[config.mk]
export PLATFORM = sky130hd
export DESIGN_NAME = pgm_ecc_seq
export DESIGN_NICKNAME = d
export VERILOG_FILES = /design/src/rtl/pgm_ecc_pkg.sv /design/src/rtl/pgm_ecc_sync.sv /design/src/rtl/pgm_ecc_strobe.sv /design/src/rtl/pgm_ecc_code_walk.sv /design/src/rtl/pgm_ecc_seq.sv
export SDC_FILE = /design/constraint.sdc
export NUM_CORES = 1
export LEC_CHECK = 0
export BUFFER_PORTS_ARGS = -buffer_cell sky130_fd_sc_hd__buf_4
export CAP_MARGIN = 40
export CORE_UTILIZATION = 45
export CTS_CLUSTER_DIAMETER = 30
export DETAILED_ROUTE_END_ITERATION = 6
export PLACE_DENSITY = 0.64
export SYNTH_ARGS = -nofsm -noshare
export SYNTH_HDL_FRONTEND = slang
export SYNTH_SLANG_ARGS = --single-unit
[constraint.sdc]
create_clock -name clk -period 2.59 [get_ports clk]
set_input_delay 0.1295 -clock clk [delete_from_list [all_inputs] [get_ports clk]]
set_output_delay 0.1295 -clock clk [all_outputs]
set_load 0.02 [all_outputs]
[src/rtl/pgm_ecc_pkg.sv]
// Shared definitions for the page program code sequencer.
// Assumes an 8-bit flash bus with the standard program opcodes.
package pgm_ecc_pkg;

    typedef enum logic [2:0] {
        ST_IDLE,   // pass-through, watching for program setup
        ST_ADDR,   // counting address strobes
        ST_DATA,   // counting host data bytes
        ST_HAND,   // one-cycle bus hand-over to the sequencer
        ST_FILL,   // padding 0xFF up to the code area
        ST_CODE,   // writing code bytes
        ST_CMD     // writing the confirm command
    } seq_state_t;

    localparam logic [7:0] OP_PROGRAM = 8'h80;
    localparam logic [7:0] OP_CONFIRM = 8'h10;
    localparam logic [7:0] PAD_BYTE   = 8'hFF;

endpackage

[src/rtl/pgm_ecc_sync.sv]
// Two-stage input register for the host and flash inputs.
// Assumes inputs may be asynchronous. The low DEC_W bits also expose
// the first stage, which the control logic uses for its decisions.
module pgm_ecc_sync #(
    parameter int W     = 21,
    parameter int DEC_W = 11,
    parameter logic [W-1:0] RST_VAL = '0
) (
    input  logic             clk,
    input  logic             rst_n,
    input  logic [W-1:0]     d,
    output logic [DEC_W-1:0] q1,
    output logic [W-1:0]     q2
);

    logic [W-1:0] stage1;

    // Shift inputs through two register stages.
    always_ff @(posedge clk) begin
        if (!rst_n) begin
            stage1 <= RST_VAL;
            q2     <= RST_VAL;
        end else begin
            stage1 <= d;
            q2     <= stage1;
        end
    end

    assign q1 = stage1[DEC_W-1:0];

endmodule

[src/rtl/pgm_ecc_strobe.sv]
// Write strobe generator for cycles driven by the sequencer.
// One byte takes LOW+HIGH clocks: one high set-up cycle, LOW low
// cycles, then the rest high. 'last' marks the final cycle of a byte.
// Assumes HIGH >= 2 so data outlives the rising edge by one cycle.
module pgm_ecc_strobe #(
    parameter int LOW  = 2,
    parameter int HIGH = 2
) (
    input  logic clk,
    input  logic rst_n,
    input  logic run,
    output logic we_n,
    output logic last
);

    localparam int T    = LOW + HIGH;
    localparam int PH_W = (T > 1) ? $clog2(T) : 1;
    localparam logic [PH_W-1:0] PH_LAST = PH_W'(T - 1);
    localparam logic [PH_W-1:0] PH_LOW  = PH_W'(LOW);

    logic [PH_W-1:0] phase;

    // Advance the phase while running, restart at zero otherwise.
    always_ff @(posedge clk) begin
        if (!rst_n || !run) begin
            phase <= '0;
        end else if (phase == PH_LAST) begin
            phase <= '0;
        end else begin
            phase <= phase + 1'b1;
        end
    end

    assign we_n = !(run && (phase != '0) && (phase <= PH_LOW));
    assign last = run && (phase == PH_LAST);

endmodule

[src/rtl/pgm_ecc_code_walk.sv]
// Walks the sector / code-byte select across all code bytes of a page.
// Assumes 'clear' comes before the first 'step'.
module pgm_ecc_code_walk #(
    parameter int SECTORS      = 4,
    parameter int CODE_PER_SEC = 3
) (
    input  logic clk,
    input  logic rst_n,
    input  logic clear,
    input  logic step,
    output logic [((SECTORS > 1) ? $clog2(SECTORS) : 1)-1:0]           sector,
    output logic [((CODE_PER_SEC > 1) ? $clog2(CODE_PER_SEC) : 1)-1:0] byte_sel
);

    localparam int CB_W = (CODE_PER_SEC > 1) ? $clog2(CODE_PER_SEC) : 1;
    localparam logic [CB_W-1:0] CB_LAST = CB_W'(CODE_PER_SEC - 1);

    // Step the byte index, carrying into the sector index.
    always_ff @(posedge clk) begin
        if (!rst_n || clear) begin
            sector   <= '0;
            byte_sel <= '0;
        end else if (step) begin
            if (byte_sel == CB_LAST) begin
                byte_sel <= '0;
                sector   <= sector + 1'b1;
            end else begin
                byte_sel <= byte_sel + 1'b1;
            end
        end
    end

endmodule

[src/rtl/pgm_ecc_seq.sv]
// Page program code sequencer. Forwards host bus cycles to the flash,
// counts program data bytes for an external parity generator, then takes
// the bus to pad, write the code bytes and issue the confirm command.
// Assumes full-page host writes and SECTOR_BYTES a power of two.
module pgm_ecc_seq
    import pgm_ecc_pkg::*;
#(
    parameter int SECTOR_BYTES = 512,
    parameter int SECTORS      = 4,
    parameter int SPARE_BYTES  = 52,
    parameter int CODE_PER_SEC = 3,
    parameter int ADDR_CYCLES  = 4,
    parameter int STROBE_LOW   = 2,
    parameter int STROBE_HIGH  = 2
) (
    input  logic       clk,
    input  logic       rst_n,
    input  logic       host_cle,
    input  logic       host_ale,
    input  logic       host_we_n,
    input  logic       host_re_n,
    input  logic [7:0] host_din,
    output logic [7:0] host_dout,
    output logic       host_rb_n,
    output logic       flash_cle,
    output logic       flash_ale,
    output logic       flash_we_n,
    output logic       flash_re_n,
    output logic [7:0] flash_dout,
    input  logic [7:0] flash_din,
    input  logic       flash_rb_n,
    output logic       par_start,
    output logic       par_en,
    output logic [((SECTORS > 1) ? $clog2(SECTORS) : 1)-1:0]           par_sector,
    output logic [$clog2(SECTOR_BYTES)-1:0]                            par_byte_idx,
    output logic [7:0] par_data,
    output logic [((SECTORS > 1) ? $clog2(SECTORS) : 1)-1:0]           code_sector,
    output logic [((CODE_PER_SEC > 1) ? $clog2(CODE_PER_SEC) : 1)-1:0] code_byte_sel,
    input  logic [7:0] code_byte
);

    localparam int DATA_BYTES = SECTOR_BYTES * SECTORS;
    localparam int CODE_START = DATA_BYTES + SPARE_BYTES;
    localparam int CODE_END   = CODE_START + SECTORS * CODE_PER_SEC;
    localparam int CNT_W      = $clog2(CODE_END + 1);
    localparam int SEC_AW     = $clog2(SECTOR_BYTES);
    localparam int SEC_SEL_W  = (SECTORS > 1) ? $clog2(SECTORS) : 1;
    localparam int AC_W       = $clog2(ADDR_CYCLES + 1);
    localparam int DEC_W      = 11;
    localparam int SYNC_W     = DEC_W + 10;

    localparam logic [CNT_W-1:0] DATA_C       = CNT_W'(DATA_BYTES);
    localparam logic [CNT_W-1:0] START_LAST_C = CNT_W'(CODE_START - 1);
    localparam logic [CNT_W-1:0] CODE_START_C = CNT_W'(CODE_START);
    localparam logic [CNT_W-1:0] END_LAST_C   = CNT_W'(CODE_END - 1);
    localparam logic [AC_W-1:0]  ADDR_LAST_C  = AC_W'(ADDR_CYCLES - 1);

    // Reset image: strobes and ready high, everything else low.
    localparam logic [SYNC_W-1:0] SYNC_RST = {8'h00, 1'b1, 1'b1, 8'h00, 1'b1, 1'b0, 1'b0};

    // ---------------- input registers ----------------
    logic [DEC_W-1:0]  s1;
    logic [SYNC_W-1:0] s2;

    pgm_ecc_sync #(.W(SYNC_W), .DEC_W(DEC_W), .RST_VAL(SYNC_RST)) u_sync (
        .clk   (clk),
        .rst_n (rst_n),
        .d     ({flash_din, flash_rb_n, host_re_n, host_din, host_we_n, host_ale, host_cle}),
        .q1    (s1),
        .q2    (s2)
    );

    logic       s1_cle, s1_ale, s1_we_n;
    logic [7:0] s1_din;
    logic       s2_cle, s2_ale, s2_we_n, s2_re_n, s2_rb_n;
    logic [7:0] s2_din, s2_fdin;

    assign {s1_din, s1_we_n, s1_ale, s1_cle} = s1;
    assign {s2_fdin, s2_rb_n, s2_re_n, s2_din, s2_we_n, s2_ale, s2_cle} = s2;

    // Host strobe edges as seen at the first stage.
    logic w_rise, w_fall;
    assign w_rise = s1_we_n && !s2_we_n;
    assign w_fall = !s1_we_n && s2_we_n;

    // ---------------- control state ----------------
    seq_state_t       state;
    logic [CNT_W-1:0] byte_cnt;
    logic [AC_W-1:0]  addr_cnt;
    logic             bus_own;
    logic             stb_run, stb_we_n, stb_last;
    logic             par_en_q, par_start_q;
    logic [7:0]       par_data_q;
    logic [SEC_AW-1:0]    par_idx_q;
    logic [SEC_SEL_W-1:0] par_sec_q;

    assign bus_own = (state == ST_HAND) || (state == ST_FILL) ||
                     (state == ST_CODE) || (state == ST_CMD);
    assign stb_run = (state == ST_FILL) || (state == ST_CODE) || (state == ST_CMD);

    pgm_ecc_strobe #(.LOW(STROBE_LOW), .HIGH(STROBE_HIGH)) u_strobe (
        .clk   (clk),
        .rst_n (rst_n),
        .run   (stb_run),
        .we_n  (stb_we_n),
        .last  (stb_last)
    );

    pgm_ecc_code_walk #(.SECTORS(SECTORS), .CODE_PER_SEC(CODE_PER_SEC)) u_walk (
        .clk      (clk),
        .rst_n    (rst_n),
        .clear    (state == ST_HAND),
        .step     ((state == ST_CODE) && stb_last),
        .sector   (code_sector),
        .byte_sel (code_byte_sel)
    );

    // Sequence the program flow and count bytes; emit parity pulses.
    always_ff @(posedge clk) begin
        if (!rst_n) begin
            state       <= ST_IDLE;
            byte_cnt    <= '0;
            addr_cnt    <= '0;
            par_en_q    <= 1'b0;
            par_start_q <= 1'b0;
            par_data_q  <= '0;
            par_idx_q   <= '0;
            par_sec_q   <= '0;
        end else begin
            par_en_q    <= 1'b0;
            par_start_q <= 1'b0;
            unique case (state)
                ST_IDLE: begin
                    if (w_rise && s1_cle && (s1_din == OP_PROGRAM)) begin
                        state    <= ST_ADDR;
                        addr_cnt <= '0;
                    end
                end
                ST_ADDR: begin
                    if (w_rise && s1_cle) begin
                        state <= ST_IDLE;
                    end else if (w_rise && s1_ale) begin
                        if (addr_cnt == ADDR_LAST_C) begin
                            state       <= ST_DATA;
                            byte_cnt    <= '0;
                            par_start_q <= 1'b1;
                        end else begin
                            addr_cnt <= addr_cnt + 1'b1;
                        end
                    end
                end
                ST_DATA: begin
                    if (w_fall && s1_cle && (s1_din == OP_CONFIRM)) begin
                        state <= ST_HAND;
                    end else if (w_rise && !s1_cle && !s1_ale) begin
                        if (byte_cnt < DATA_C) begin
                            par_en_q   <= 1'b1;
                            par_data_q <= s1_din;
                            par_idx_q  <= byte_cnt[SEC_AW-1:0];
                            par_sec_q  <= byte_cnt[SEC_AW +: SEC_SEL_W];
                        end
                        byte_cnt <= byte_cnt + 1'b1;
                        if (byte_cnt == START_LAST_C) begin
                            state <= ST_HAND;
                        end
                    end
                end
                ST_HAND: begin
                    state <= (byte_cnt < CODE_START_C) ? ST_FILL : ST_CODE;
                end
                ST_FILL: begin
                    if (stb_last) begin
                        if (byte_cnt < DATA_C) begin
                            par_en_q   <= 1'b1;
                            par_data_q <= PAD_BYTE;
                            par_idx_q  <= byte_cnt[SEC_AW-1:0];
                            par_sec_q  <= byte_cnt[SEC_AW +: SEC_SEL_W];
                        end
                        byte_cnt <= byte_cnt + 1'b1;
                        if (byte_cnt == START_LAST_C) begin
                            state <= ST_CODE;
                        end
                    end
                end
                ST_CODE: begin
                    if (stb_last) begin
                        byte_cnt <= byte_cnt + 1'b1;
                        if (byte_cnt == END_LAST_C) begin
                            state <= ST_CMD;
                        end
                    end
                end
                ST_CMD: begin
                    if (stb_last) begin
                        state <= ST_IDLE;
                    end
                end
                default: state <= ST_IDLE;
            endcase
        end
    end

    // Select pass-through or sequencer-driven flash bus.
    always_comb begin
        flash_cle  = s2_cle;
        flash_ale  = s2_ale;
        flash_we_n = s2_we_n;
        flash_re_n = s2_re_n;
        flash_dout = s2_din;
        if (bus_own) begin
            flash_cle  = (state == ST_CMD);
            flash_ale  = 1'b0;
            flash_re_n = 1'b1;
            flash_we_n = (state == ST_HAND) ? 1'b1 : stb_we_n;
            unique case (state)
                ST_FILL: flash_dout = PAD_BYTE;
                ST_CODE: flash_dout = code_byte;
                ST_CMD:  flash_dout = OP_CONFIRM;
                default: flash_dout = s2_din;
            endcase
        end
    end

    assign host_rb_n    = s2_rb_n && !bus_own;
    assign host_dout    = s2_fdin;
    assign par_start    = par_start_q;
    assign par_en       = par_en_q;
    assign par_data     = par_data_q;
    assign par_byte_idx = par_idx_q;
    assign par_sector   = par_sec_q;

endmodule

# Word-level counts from Yosys, hierarchy flattened
# Index checks and enable logic that the tools add are counted.
# op_classes
order_cmp	3
muxes	56
eq_ne	32
n_bitwise	3
shift	0
addsub	5
n_reduce_logical	43
multipliers	0
div	0
# op_table
op	n
$mux 12	6
$mux 3	16
$mux 8	6
$mux 9	4
$pmux 12 s3	1
$eq 12x12->1 const B	2
$lt 12x12->1 const B	2
$pmux 8 s3	1
$ne 2x2->1 const B	11
$pmux 3 s7	1
$pmux 9 s2	1
$pmux 8 s2	1
$logic_and 1x1->1	14
$add 12x1->12 const B	1
$ne 3x3->1 const B	4
$mux 1	11
$mux 2	5
$reduce_and 10->1	1
$eq 3x2->1 const B	3
$eq 3x3->1 const B	3
$eq 8x5->1 const B	1
$eq 8x8->1 const B	1
$logic_not 1->1	8
$ne 2x1->1 const B	4
other kinds (20)	34
# totals
input_bits	31
mem_count	0
ff_bits	87
mem_bits_rw	0
mem_bits_ro	0
latch_bits	0
output_inout_bits	46
word_cells	155

# Depth between registers and ports, before layout
# Gate-level depths: netlist of the first run.
# logic_depth
ltp_word	8
depth_mapped	7
mapped_depth_nobuf	7

# By module
# From an unflattened synthesis of the first run, not the netlist that was laid out.
# unflattened
cells_unflattened	391
area_unflattened_um2	3612.2
# modules_own_cells
mod	instances	area_each_um2	cells_per_inst	seq_area_each_um2
pgm_ecc_seq	1	2099.5	263	780.7
pgm_ecc_sync	1	1208.7	99	840.8
pgm_ecc_code_walk	1	193.9	19	80.1
pgm_ecc_strobe	1	110.1	10	40.0

# Least setup slack after synthesis of the first run
# OpenSTA, ideal clock, no wires.
# synth_timing
path_kind	register to register
start	register u_sync.stage1[6]
end	register state[1]
setup_time_ns	0.096
path_buffers	0
path_slack_ns	0.610
required_time_ns	2.494
synth_period_minus_slack_ns	1.980
arrival_time_ns	1.884
stages_incl_launch_ff	6
path_cell_list	dfxtp_1 or4_4 o41ai_2 o21ai_1 or3_4 o41ai_2
# synth_between
elab_chain_cells	4
word_cells_on_any_way	10
cone_classes	eq/ne: 5; mux: 2; reduce/logical: 3
# synth_rtl
element	line_no	source
start: declaration	pgm_ecc_sync.sv:16	logic [W-1:0] stage1;
start signal: assignment	pgm_ecc_sync.sv:21	stage1 <= RST_VAL;
start signal: assignment	pgm_ecc_sync.sv:24	stage1 <= d;
$eq 8x5->1 or $eq 8x8->1 (tied branches)	pgm_ecc_seq.sv:153, pgm_ecc_seq.sv:134	
$logic_and 1x1->1, on equally long branches	pgm_ecc_seq.sv:153, pgm_ecc_seq.sv:134	
$ne 3x3->1 (no line) (tied with other cells)	-	
$reduce_and 10->1 (no line) or $pmux 3 s7 (tied branches)	-	
end signal: assignment	pgm_ecc_seq.sv:169	state <= (byte_cnt < CODE_START_C) ? ST_FILL : ST_CODE;
end: declaration	pgm_ecc_seq.sv:87	seq_state_t state;
# Parallel ways exist; a longest one is shown, timed or not.
# A chain may end at the register's enable or synchronous reset.

# Worst setup path after layout of the first run
# layout_timing
start	register u_sync.stage1[0]
end	register par_data_q[7], in the netlist par_data[7]
# layout_between
elab_chain_cells	5
word_cells_on_any_way	8
cone_classes	eq/ne: 2; reduce/logical: 6
# layout_rtl
element	line_no	source
$logic_not 1->1	pgm_ecc_seq.sv:155	end else if (w_rise && !s1_cle && !s1_ale) begin
$logic_and 1x1->1 (2 in series)	pgm_ecc_seq.sv:155	
$ne 2x2->1 (no line)	-	
$reduce_and 6->1 (no line) *	-	
end signal: assignment	pgm_ecc_seq.sv:158	par_data_q <= s1_din;
end: declaration	pgm_ecc_seq.sv:93	logic [7:0] par_data_q;
# Mark *: on every way between the ends. The rest lies on a longest branch, timed or not.

==> results.cfg, run 1 <==
[route]
routed_wl_mm = 8.124
drc = 0
via_count = 3017
iter_0_drt_violations = 111
drt-vias-per-instance = 5.012
dr.pass1.iters = 4
route.detailed.wl_per_inst_um = 13.50
ant_nets = 0

[clocking]
cts_made_buffers = 9
post_cts.repair.setup_buffers = 0
tritoncts_clock_tree = done
worst_skew_pair.late_latency_ns = 0.34
clock_tree.htree_level_count = 3
post_cts_clock_slew_at_the_launch_and_capture_registers_of_the_worst_setup_and_hold_paths_ns = 0.08
cts_root_buf = sky130_fd_sc_hd__clkbuf_8
cts_sinks = 87
clock_tree.buffer_depth = 2

[flow_run]
maxcap_viol_count = 0

[timing]
worstMarginPinSlew_ns = 0.5213
timing.final.crit_share_pct = 83.73
finalSetupTns_ns = 0
clock.fmax_ghz = 0.4612
worst_case_headroom_to_the_max_slew_limit_pct = 64.35
maxSlewViolCount = 0
finalCriticalPeriod_ns = 2.168
timing.clock.skew_ns = 0.008742
setup_viol = 0
report.final.hold_viol_count = 0
setup_repair_after_global_routing_missed_its_margin = false

[synthesis]
post_synth.cell_area_avg_um2 = 8.731
synth_nets = 445
synthesis.area_um2 = 3562
ys_dominant_reg_cell = sky130_fd_sc_hd__dfxtp_1
synth.distinct_cells = 54
largest_area_contributor_in_the_synthesized_netlist = sky130_fd_sc_hd__dfxtp_1
asyncSetResetFlopFracSynth_pct = 0
post-synth-top-area-fraction_pct = 48.89
netlist_top_cells_area = sky130_fd_sc_hd__dfxtp_1 (49%), sky130_fd_sc_hd__and2_1 (6.3%), sky130_fd_sc_hd__nand2_1 (5.2%)
synth-warning-count = 0
ys_ff_latch = 87
syn_inst = 408
synth_seq_area_share_pct = 48.89
synth_edf_count = 0

[critical_path]
critical_path_buf_inv_count = 1
worstSetupStartpointType = flop
critPathArrivalTime_ns = 2.39
maximum_fanout_along_the_worst_path = 15
critical_path_required_ns = 2.82
cp_slowest_stage_delay_ns = 0.52
critical_path_class = reg -> reg
critical_path.endpoint_type = flop
worstPathCellList = nor4b_1, a22oi_1, or3_1, buf_4, nor3_1, nor3_1
crit_path_top_delay_cell = sky130_fd_sc_hd__nor4b_1
critical_path.top_delay_family = simple AND/OR/NAND/NOR gates
path_common_cell = sky130_fd_sc_hd__nor3_1

[place]
dp.cells = 566
final_wtd_congestion = 0.9154
buffer_ports.inserted = 76
dp_hpwl_mm = 5.600

[power_and_ir_drop]
power_uw = 2521
power-per-cell-area_nw_per_um2 = 549.4
total_leakage_power_uw = 0.001905
vdd_ir_drop_max_mv = 0.3650

[global_route]
global_route_wire_length_before_repair_mm = 13.47
grt_antenna_before_repair = 0
via_count_of_the_first_global_routing_pass = 2801
groute.usage.overall_pct = 20.43
grt_start_max_net_pins = 33
grt_overflow_total = 0

[final_layout]
fin_cells = 602
layout-drive-gt1-share_pct = 22.20
layout.cells.most_common_list = sky130_fd_sc_hd__dfxtp_1 (87), sky130_fd_sc_hd__buf_4 (86), sky130_fd_sc_hd__nand2_1 (49)
area_delta_synth_final_pct = 28.80
num-nets-final = 533
fillCellCount = 712
diodes = 0
mostFrequentLayoutCell = sky130_fd_sc_hd__dfxtp_1

[outcome]
run_status = finished, final reports clean

[floorplan]
pin_count = 77
rows = 32
core_area_um2 = 7687
fp.dieArea_um2 = 8276
die-height_um = 90.97
die-width_um = 90.97
floorplan.initialDensity_pct = 46.34

[worst_hold_path]
worst_hold_path_type = in -> reg
[worst reg2reg max path: stages, from the launching register on]
cell and delay [ns]:
sky130_fd_sc_hd__dfxtp_1 0.37, sky130_fd_sc_hd__nor4b_1 0.52, sky130_fd_sc_hd__a22oi_1 0.21, sky130_fd_sc_hd__or3_1 0.47, sky130_fd_sc_hd__buf_4 0.24, sky130_fd_sc_hd__nor3_1 0.18
sky130_fd_sc_hd__nor3_1 0.06
[flip-flops by register name (all words and copies together), names as in the netlist]
name             flops
par_en               1
par_byte_idx         9
par_data             8
u_sync.q2           21
par_sector           2
u_strobe.phase       2
addr_cnt             3
u_sync.stage1       21
par_start            1
u_walk.byte_sel      2
u_walk.sector        2
byte_cnt            12
state                3
[through the flow]
step	util (%)	setup WS [ns]	area, µm²	hold slack (ns)
final	59.68	0.4215	4588	0.1414
after floorplan	-	0.6102	3562	0.2310
after CTS	59.68	0.3710	4588	0.1203
after detailed placement	54.52	0.3872	4192	0.3147
after global placement	54.52	0.5013	4192	0.3157
after global routing	59.68	0.1423	4588	0.1338
[synthesized netlist by cell type, types with 2 or more instances]
library cell,n
sky130_fd_sc_hd__a21boi_0,3
sky130_fd_sc_hd__xnor2_1,5
sky130_fd_sc_hd__o21ai_1,2
sky130_fd_sc_hd__buf_1,2
sky130_fd_sc_hd__ha_1,6
sky130_fd_sc_hd__nor2_1,34
sky130_fd_sc_hd__o21ai_0,14
sky130_fd_sc_hd__o21a_1,3
sky130_fd_sc_hd__nor3_2,2
sky130_fd_sc_hd__nor2b_1,11
sky130_fd_sc_hd__inv_1,8
sky130_fd_sc_hd__a21boi_1,2
sky130_fd_sc_hd__a22oi_1,4
sky130_fd_sc_hd__nor4_1,3
sky130_fd_sc_hd__a211oi_1,2
sky130_fd_sc_hd__a21oi_1,24
sky130_fd_sc_hd__nor3b_1,3
sky130_fd_sc_hd__o41ai_2,2
sky130_fd_sc_hd__mux2i_1,3
sky130_fd_sc_hd__buf_4,8
sky130_fd_sc_hd__and2_1,36
sky130_fd_sc_hd__a31oi_1,2
sky130_fd_sc_hd__nand4_1,3
sky130_fd_sc_hd__dfxtp_1,87
sky130_fd_sc_hd__xor2_1,2
sky130_fd_sc_hd__or4_4,2
sky130_fd_sc_hd__clkbuf_1,19
sky130_fd_sc_hd__nand2b_1,11
sky130_fd_sc_hd__nand3_1,11
sky130_fd_sc_hd__nand2_1,49
sky130_fd_sc_hd__nor3_1,22
[timing repair]
item,4_1_cts,5_1_grt
hold endpoints to repair,21,0
hold buffers,21,0
gates resized for setup,0,0
[where the power goes]
part	total, µW	leakage (µW)	internal [µW]	switching (µW)
Clock	903	0.0000988	439	464
Sequential	1390	0.000710	1370	20.4
Combinational	227	0.00110	122	105
Total	2520	0.00190	1930	590
[routing by layer]
layer  vias to the layer above  share of wire (%)  GRT usage [%]  routed length, µm
met5                         -                  0              0                  0
met4                         0               0.95          7.804                 77
met3                         6                4.2          3.685                340
met2                        71                 47          32.64               3813
met1                      1388                 48          27.47               3893
li1                       1552                  -              -                  -
[final cells by class]
type,count,area (µm²),area share (%)
Inverter,8,30.03,0.6545
Timing Repair Buffer,107,855.8,18.65
Sequential cell,87,1742,37.96
Clock buffer,9,123.9,2.700
Multi-Input combinational cell,283,1647,35.89
Clock inverter,6,62.56,1.364
Tap cell,102,127.6,2.782
[kinds of logic (layout without fill, tap and decap cells)]
logic type | Yosys count | in the layout | synth area share (%)
compound gates | 67 | 67 | 12.01
xor+xnor | 7 | 7 | 1.721
fa+ha+maj | 6 | 6 | 2.107
buf+inv | 38 | 130 | 4.882
flops | 87 | 87 | 48.89
mux | 3 | 3 | 0.8430
simple gates | 200 | 200 | 29.54
[path summary, 6_finish.rpt]
kind                     start       endpoint  slack, ns  cells after the start
min                      rst_n    byte_cnt[3]       0.14                      2
max           u_sync.stage1[0]    par_data[7]       0.42                      6
max reg2reg   u_sync.stage1[0]    par_data[7]       0.42                      6
min reg2reg  u_sync.stage1[11]  u_sync.q2[11]       0.41                      1
(Power assumes the default switching activity.)
==> inputs of run 2 (changes only) <==
--- a/config.mk
+++ b/config.mk
@@ -5,12 +5,13 @@
 export SDC_FILE = /design/constraint.sdc
 export NUM_CORES = 1
 export LEC_CHECK = 0
+export ABC_AREA = 1
 export BUFFER_PORTS_ARGS = -buffer_cell sky130_fd_sc_hd__buf_4
 export CAP_MARGIN = 40
 export CORE_UTILIZATION = 45
 export CTS_CLUSTER_DIAMETER = 30
 export DETAILED_ROUTE_END_ITERATION = 6
-export PLACE_DENSITY = 0.64
+export PLACE_DENSITY = 0.63
 export SYNTH_ARGS = -nofsm -noshare
 export SYNTH_HDL_FRONTEND = slang
 export SYNTH_SLANG_ARGS = --single-unit
==> constraint.sdc (replaced) <==
create_clock -name clk -period 2.14 [get_ports clk]
set_input_delay 0.107 -clock clk [delete_from_list [all_inputs] [get_ports clk]]
set_output_delay 0.107 -clock clk [all_outputs]
set_load 0.02 [all_outputs]
==> run 2 against run 1 <==
Setup slack lost 0.31 ns. Clock power rose by 31%. Clock skew increased by 0.0072 ns. Design area increased by 5.1%. Sequential cell count unchanged. Register-to-register slack lost 0.19 ns. Total power up 89%.
==> results.cfg, run 2 <==
[route]
route.detailed.wl_per_inst_um = 12.38
dr.pass1.iters = 5
ant_nets = 0
dr_top_layer = met4
drt-vias-per-instance = 4.735
detailroute.wirelength.met2_mm = 4.170
via_count = 3433
wirelength_met1_mm = 4.222
wl_met3_um = 451
iter_0_drt_violations = 199
drc = 0
routed_wl_mm = 8.975

[timing]
setup_repair_after_global_routing_missed_its_margin = false
layout_setup_ws_ns = 0.1080
finalCriticalPeriod_ns = 2.032
finalSetupTns_ns = 0
maxSlewViolCount = 0
report.final.hold_viol_count = 0
worstMarginPinSlew_ns = 0.3847
clock.fmax_ghz = 0.4921
setup_viol = 0
timing.final.crit_share_pct = 94.95
worst_case_headroom_to_the_max_slew_limit_pct = 74.36
timing.clock.skew_ns = 0.01596

[global_route]
grt_antenna_before_repair = 0
via_count_of_the_first_global_routing_pass = 3053
grt_overflow_total = 0
global_route_wire_length_before_repair_mm = 14.61
grt_start_max_net_pins = 39
groute.usage.overall_pct = 21.25

[synthesis]
synth-warning-count = 0
ys_dominant_reg_cell = sky130_fd_sc_hd__dfxtp_1
asyncSetResetFlopFracSynth_pct = 0
synth_nets = 564
post_synth.cell_area_avg_um2 = 7.248
synth_common_cells = sky130_fd_sc_hd__nand2_1 (116), sky130_fd_sc_hd__dfxtp_1 (87), sky130_fd_sc_hd__inv_1 (86), sky130_fd_sc_hd__nor2_1 (66), sky130_fd_sc_hd__a21oi_1 (34)
largest_area_contributor_in_the_synthesized_netlist = sky130_fd_sc_hd__dfxtp_1
synthesis.area_um2 = 3820
post-synth-top-area-fraction_pct = 45.59
netlist_top_cells_area = sky130_fd_sc_hd__dfxtp_1 (46%), sky130_fd_sc_hd__nand2_1 (11%), sky130_fd_sc_hd__inv_1 (8.5%)
synth_seq_area_share_pct = 45.59
synth_most_common_cell = sky130_fd_sc_hd__nand2_1
synth_edf_count = 0
syn_inst = 527
synth.distinct_cells = 33
ys_ff_latch = 87

[critical_path]
cp.depth = 8
worstPathCellList = nand2_1, clkinv_1, nor2_2, inv_2, buf_4, nand2_1, or2_2, buf_4
critical_path.top_delay_family = simple AND/OR/NAND/NOR gates
maximum_fanout_along_the_worst_path = 10
critical_path_class = reg -> out
critical_path_required_ns = 2.03
critical_path_buf_inv_count = 4
crit_path_top_delay_cell = sky130_fd_sc_hd__dfxtp_1
worstSetupStartpointType = flop
r2r_cells = 10
cp_slowest_stage_delay_ns = 0.54
critical_path.endpoint_type = output pin
critPathArrivalTime_ns = 1.92

[final_layout]
mostFrequentLayoutCell = sky130_fd_sc_hd__nand2_1
diodes = 0
fin_cells = 725
ff_latch_area_um2 = 1743
multi_input_area_um2 = 1565
layout-drive-gt1-share_pct = 20.81
num-nets-final = 652
layout.cells.most_common_list = sky130_fd_sc_hd__nand2_1 (116), sky130_fd_sc_hd__inv_1 (86), sky130_fd_sc_hd__dfxtp_1 (86)
fillCellCount = 784
largest_registers = u_sync.q2: 21 flops, u_sync.stage1: 21 flops, byte_cnt: 12 flops
area_delta_synth_final_pct = 26.24

[clocking]
tritoncts_clock_tree = done
clock_tree.htree_level_count = 3
worst_skew_pair.late_latency_ns = 0.36
cts_made_buffers = 9
cts_root_buf = sky130_fd_sc_hd__clkbuf_8
cts_sinks = 87
post_cts_clock_slew_at_the_launch_and_capture_registers_of_the_worst_setup_and_hold_paths_ns = 0.09
clock_tree.buffer_depth = 2

[worst_hold_path]
worstHoldPathCells = 2
worst_hold_path_type = in -> reg

[flow_run]
maxcap_viol_count = 0

[power_and_ir_drop]
vdd_ir_drop_max_mv = 0.4129
power-per-cell-area_nw_per_um2 = 987.4
total_leakage_power_uw = 0.002385

[place]
dp.cells = 688
dp_hpwl_mm = 6.395
buffer_ports.inserted = 76
final_wtd_congestion = 0.9058
preCtsSetupSlack_ns = 0.2284

[outcome]
run_status = finished, final reports clean

[floorplan]
floorplan.initialDensity_pct = 46.49
pin_count = 77
die-width_um = 94.14
fp.dieArea_um2 = 8861
rows = 33
die-height_um = 94.14
core_area_um2 = 8217
## run 2: cell types whose count changed after synthesis, sizes merged, moves of 10 or more
cell    change
nand3      +12
nand2      +70
clkbuf     -10
nand2b     -11
nor2b      -11
inv        +86
o21ai      +15
a21oi      +14
nor2       +38
and2       -37
nor3       -17
## run 2: cell families after synthesis
kind of cell	synth area share (%)
adder cells (fa/ha/maj)	1.965
AND/OR/NAND/NOR	26.63
XOR/XNOR	0.4586
AO/OA/AOI/OAI	11.86
buffers and inverters	13.49
flip-flops	45.59
## run 2: per-stage QoR
step | power, µW | hold WS [ns] | utilization [%] | cell area (µm²)
finish | 4761 | 0.06492 | 58.69 | 4822
global route | 5070 | 0.05493 | 58.69 | 4822
CTS | 4785 | 0.05115 | 58.64 | 4818
detailed placement | 3573 | 0.2923 | 53.62 | 4405
global placement | 3548 | 0.2882 | 53.62 | 4405
floorplan | 3122 | 0.2046 | - | 3820
## run 2: repair_timing
item	4_1_cts	5_1_grt
hold buffers	21	0
resized for setup	0	2
setup endpoints to repair	0	2
endpoints found under the hold margin	21	0
buffers inserted	0	0
## run 2: worst paths after layout
check / from / to / slack [ns]
worst min register to register: u_sync.stage1[13] / u_sync.q2[13] / 0.42
worst max register to register: state[0] / par_byte_idx[0] / 0.23
worst max-delay path: state[0] / flash_re_n / 0.11
worst min-delay path: rst_n / u_sync.q2[2] / 0.06
## run 2: worst reg2reg max path, cell delays in order, from the launching register on
cell and delay (ns):
sky130_fd_sc_hd__dfxtp_1 0.42, sky130_fd_sc_hd__nand2_1 0.14, sky130_fd_sc_hd__clkinv_1 0.08, sky130_fd_sc_hd__nor2_2 0.16, sky130_fd_sc_hd__inv_2 0.07, sky130_fd_sc_hd__nor3_2 0.11
sky130_fd_sc_hd__nand2_1 0.07, sky130_fd_sc_hd__nand2_1 0.29, sky130_fd_sc_hd__buf_4 0.29, sky130_fd_sc_hd__o21ai_0 0.11, sky130_fd_sc_hd__a21oi_1 0.12
## run 2: area by class of cell
type / instances / share of cell area (%)
Timing Repair Buffer: 102 / 16.97
Clock inverter: 7 / 1.635
Multi-Input combinational cell: 320 / 32.46
Clock buffer: 9 / 2.569
Tap cell: 105 / 2.724
Sequential cell: 87 / 36.14
Inverter: 95 / 7.499
## run 2: layer usage
layer | up-vias | track usage (%)
met3 | 13 | 3.883
met2 | 90 | 32.73
met4 | 0 | 7.308
met5 | - | 0
met1 | 1532 | 29.64
li1 | 1798 | -
## run 2: report_power, final
group	switching [µW]	internal, µW
Sequential	118	1730
Combinational	1100	628
Clock	630	552
==> inputs of run 3 (changes only) <==
==> constraint.sdc (replaced) <==
create_clock -name clk -period 2.14 [get_ports clk]
set_input_delay 0 -clock clk [delete_from_list [all_inputs] [get_ports clk]]
set_output_delay 0 -clock clk [all_outputs]
set_load 0.02 [all_outputs]
==> run 3 against run 2 <==
Core utilization increased by 0.14 points. Routed wire length down 0.31%. Register-to-register slack hardly changed. Setup slack improved by 0.036 ns. Sequential cell count is the same. Largest power group unchanged.
==> results.cfg, run 3 (synthesis results as in run 2) <==
[outcome]
run_status = finished, final reports clean

[route]
route.detailed.wl_per_inst_um = 12.27
iter_0_drt_violations = 204
drc = 0
routed_wl_mm = 8.947
drt-vias-per-instance = 4.802
via_count = 3501
ant_nets = 0
dr.pass1.iters = 5

[clocking]
post_cts.repair.setup_buffers = 0
clock_tree.buffer_depth = 2
clock_tree.htree_level_count = 3
cts_sinks = 87
cts_root_buf = sky130_fd_sc_hd__clkbuf_8
worst_skew_pair.late_latency_ns = 0.35
post_cts_clock_slew_at_the_launch_and_capture_registers_of_the_worst_setup_and_hold_paths_ns = 0.09
tritoncts_clock_tree = done
cts_made_buffers = 9

[global_route]
grt_antenna_before_repair = 0
groute.usage.overall_pct = 21.71
grt_overflow_total = 0
grt_start_max_net_pins = 38
global_route_wire_length_before_repair_mm = 14.92
via_count_of_the_first_global_routing_pass = 3175

[final_layout]
layout.cells.most_common_list = sky130_fd_sc_hd__nand2_1 (115), sky130_fd_sc_hd__dfxtp_1 (87), sky130_fd_sc_hd__inv_1 (86)
diodes = 0
num-nets-final = 656
mostFrequentLayoutCell = sky130_fd_sc_hd__nand2_1
area_delta_synth_final_pct = 26.53
layout-drive-gt1-share_pct = 20.67
largest_registers = u_sync.q2: 21 flops, u_sync.stage1: 21 flops, byte_cnt: 12 flops
multi_input_area_um2 = 1565
postLayoutCellArea_um2 = 4833
fillCellCount = 753
ff_latch_area_um2 = 1742

[timing]
timing.clock.skew_ns = 0.01092
timing.final.crit_share_pct = 93.28
report.final.hold_viol_count = 0
fin_worst_hold_slack_ns = 0.3367
worst_case_headroom_to_the_max_slew_limit_pct = 72.56
finalSetupTns_ns = 0
setup_repair_after_global_routing_missed_its_margin = false
maxSlewViolCount = 0
setup_viol = 0
finalCriticalPeriod_ns = 1.996
worstMarginPinSlew_ns = 0.4110
clock.fmax_ghz = 0.5010

[worst_hold_path]
worstHoldPathCells = 3
worst_hold_path_type = in -> out
hold_path.startpoint = code_byte[6]
terminating_pin_of_the_worst_hold_path = flash_dout[6]

[critical_path]
rrSetupSlack_ns = 0.22
critical_path.endpoint_type = output pin
r2r_cells = 9
critical_path_class = reg -> out
worstSetupStartpointType = flop
critPathArrivalTime_ns = 2.00
critical_path_required_ns = 2.14
timing.rr.end = byte_cnt[2]
maximum_fanout_along_the_worst_path = 10
critical_path.reg2reg.startpoint = state[1]

[floorplan]
rows = 33
fp.dieArea_um2 = 8861
die-width_um = 94.14
pin_count = 77
core_area_um2 = 8217
die-height_um = 94.14
floorplan.initialDensity_pct = 46.49

[place]
buffer_ports.inserted = 76
dp_hpwl_mm = 6.401
placed_instance_area_um2 = 4420
final_wtd_congestion = 0.8955

[power_and_ir_drop]
total_leakage_power_uw = 0.002383
vdd_ir_drop_max_mv = 0.3670
power_uw = 4641
power-per-cell-area_nw_per_um2 = 960.1

[flow_run]
maxcap_viol_count = 0
## run 3: how the worst max path moves through the flow
stage | from | to | slack [ns]
5_1_grt | state[1] | flash_re_n | 0.04
6_report | state[1] | flash_re_n | 0.14
2_1_floorplan | state[1] | par_byte_idx[1] | 0.62
3_5_place_dp | state[1] | par_sector[0] | 0.22
4_1_cts | state[1] | flash_re_n | 0.12
3_3_place_gp | state[1] | byte_cnt[5] | 0.31
## run 3: routing by layer
| metal | share of wire (%) | track usage (%) |
|---|---|---|
| met1 | 47 | 29.09 |
| met2 | 46 | 34.49 |
| met3 | 5.4 | 4.045 |
| met4 | 1.2 | 8.205 |
| met5 | 0 | 0 |
## run 3: where the power goes
group | leakage [µW] | total [µW] | switching, µW | internal, µW
sequential | 0.000711 | 1830 | 102 | 1730
combinational | 0.00159 | 1760 | 1120 | 642
clock | 0.0000854 | 1050 | 610 | 440
total | 0.00238 | 4640 | 1830 | 2810
## run 3: repair_timing
action | 4_1_cts | 5_1_grt
setup endpoints to repair | 0 | 1
gates resized for setup | 0 | 1
hold endpoints to repair | 24 | 0
hold buffers | 23 | 0
## run 3: stage by stage
stage	instances	util (%)	setup slack, ns
2_1_floorplan	527	-	0.6211
3_3_place_gp	690	53.80	0.3121
4_1_cts	729	58.79	0.1219
3_5_place_dp	690	53.80	0.2169
5_1_grt	729	58.82	0.03774
6_report	729	58.82	0.1438
## run 3: worst max-delay path: stages (launching register included)
cell	delay, ns
sky130_fd_sc_hd__dfxtp_1	0.58
sky130_fd_sc_hd__nand2_1	0.14
sky130_fd_sc_hd__clkinv_1	0.09
sky130_fd_sc_hd__nor2_2	0.06
sky130_fd_sc_hd__inv_2	0.06
sky130_fd_sc_hd__buf_4	0.18
sky130_fd_sc_hd__nand2_1	0.10
sky130_fd_sc_hd__or2_2	0.28
sky130_fd_sc_hd__buf_4	0.16
## run 3: layout make-up
cell class | count | area share (%)
clock buffers | 10 | 2.640
clock inverters | 6 | 1.087
inverters | 95 | 7.481
multi-input cells | 320 | 32.38
flip-flops and latches | 87 | 36.03
well taps | 105 | 2.718
repair buffers | 106 | 17.65
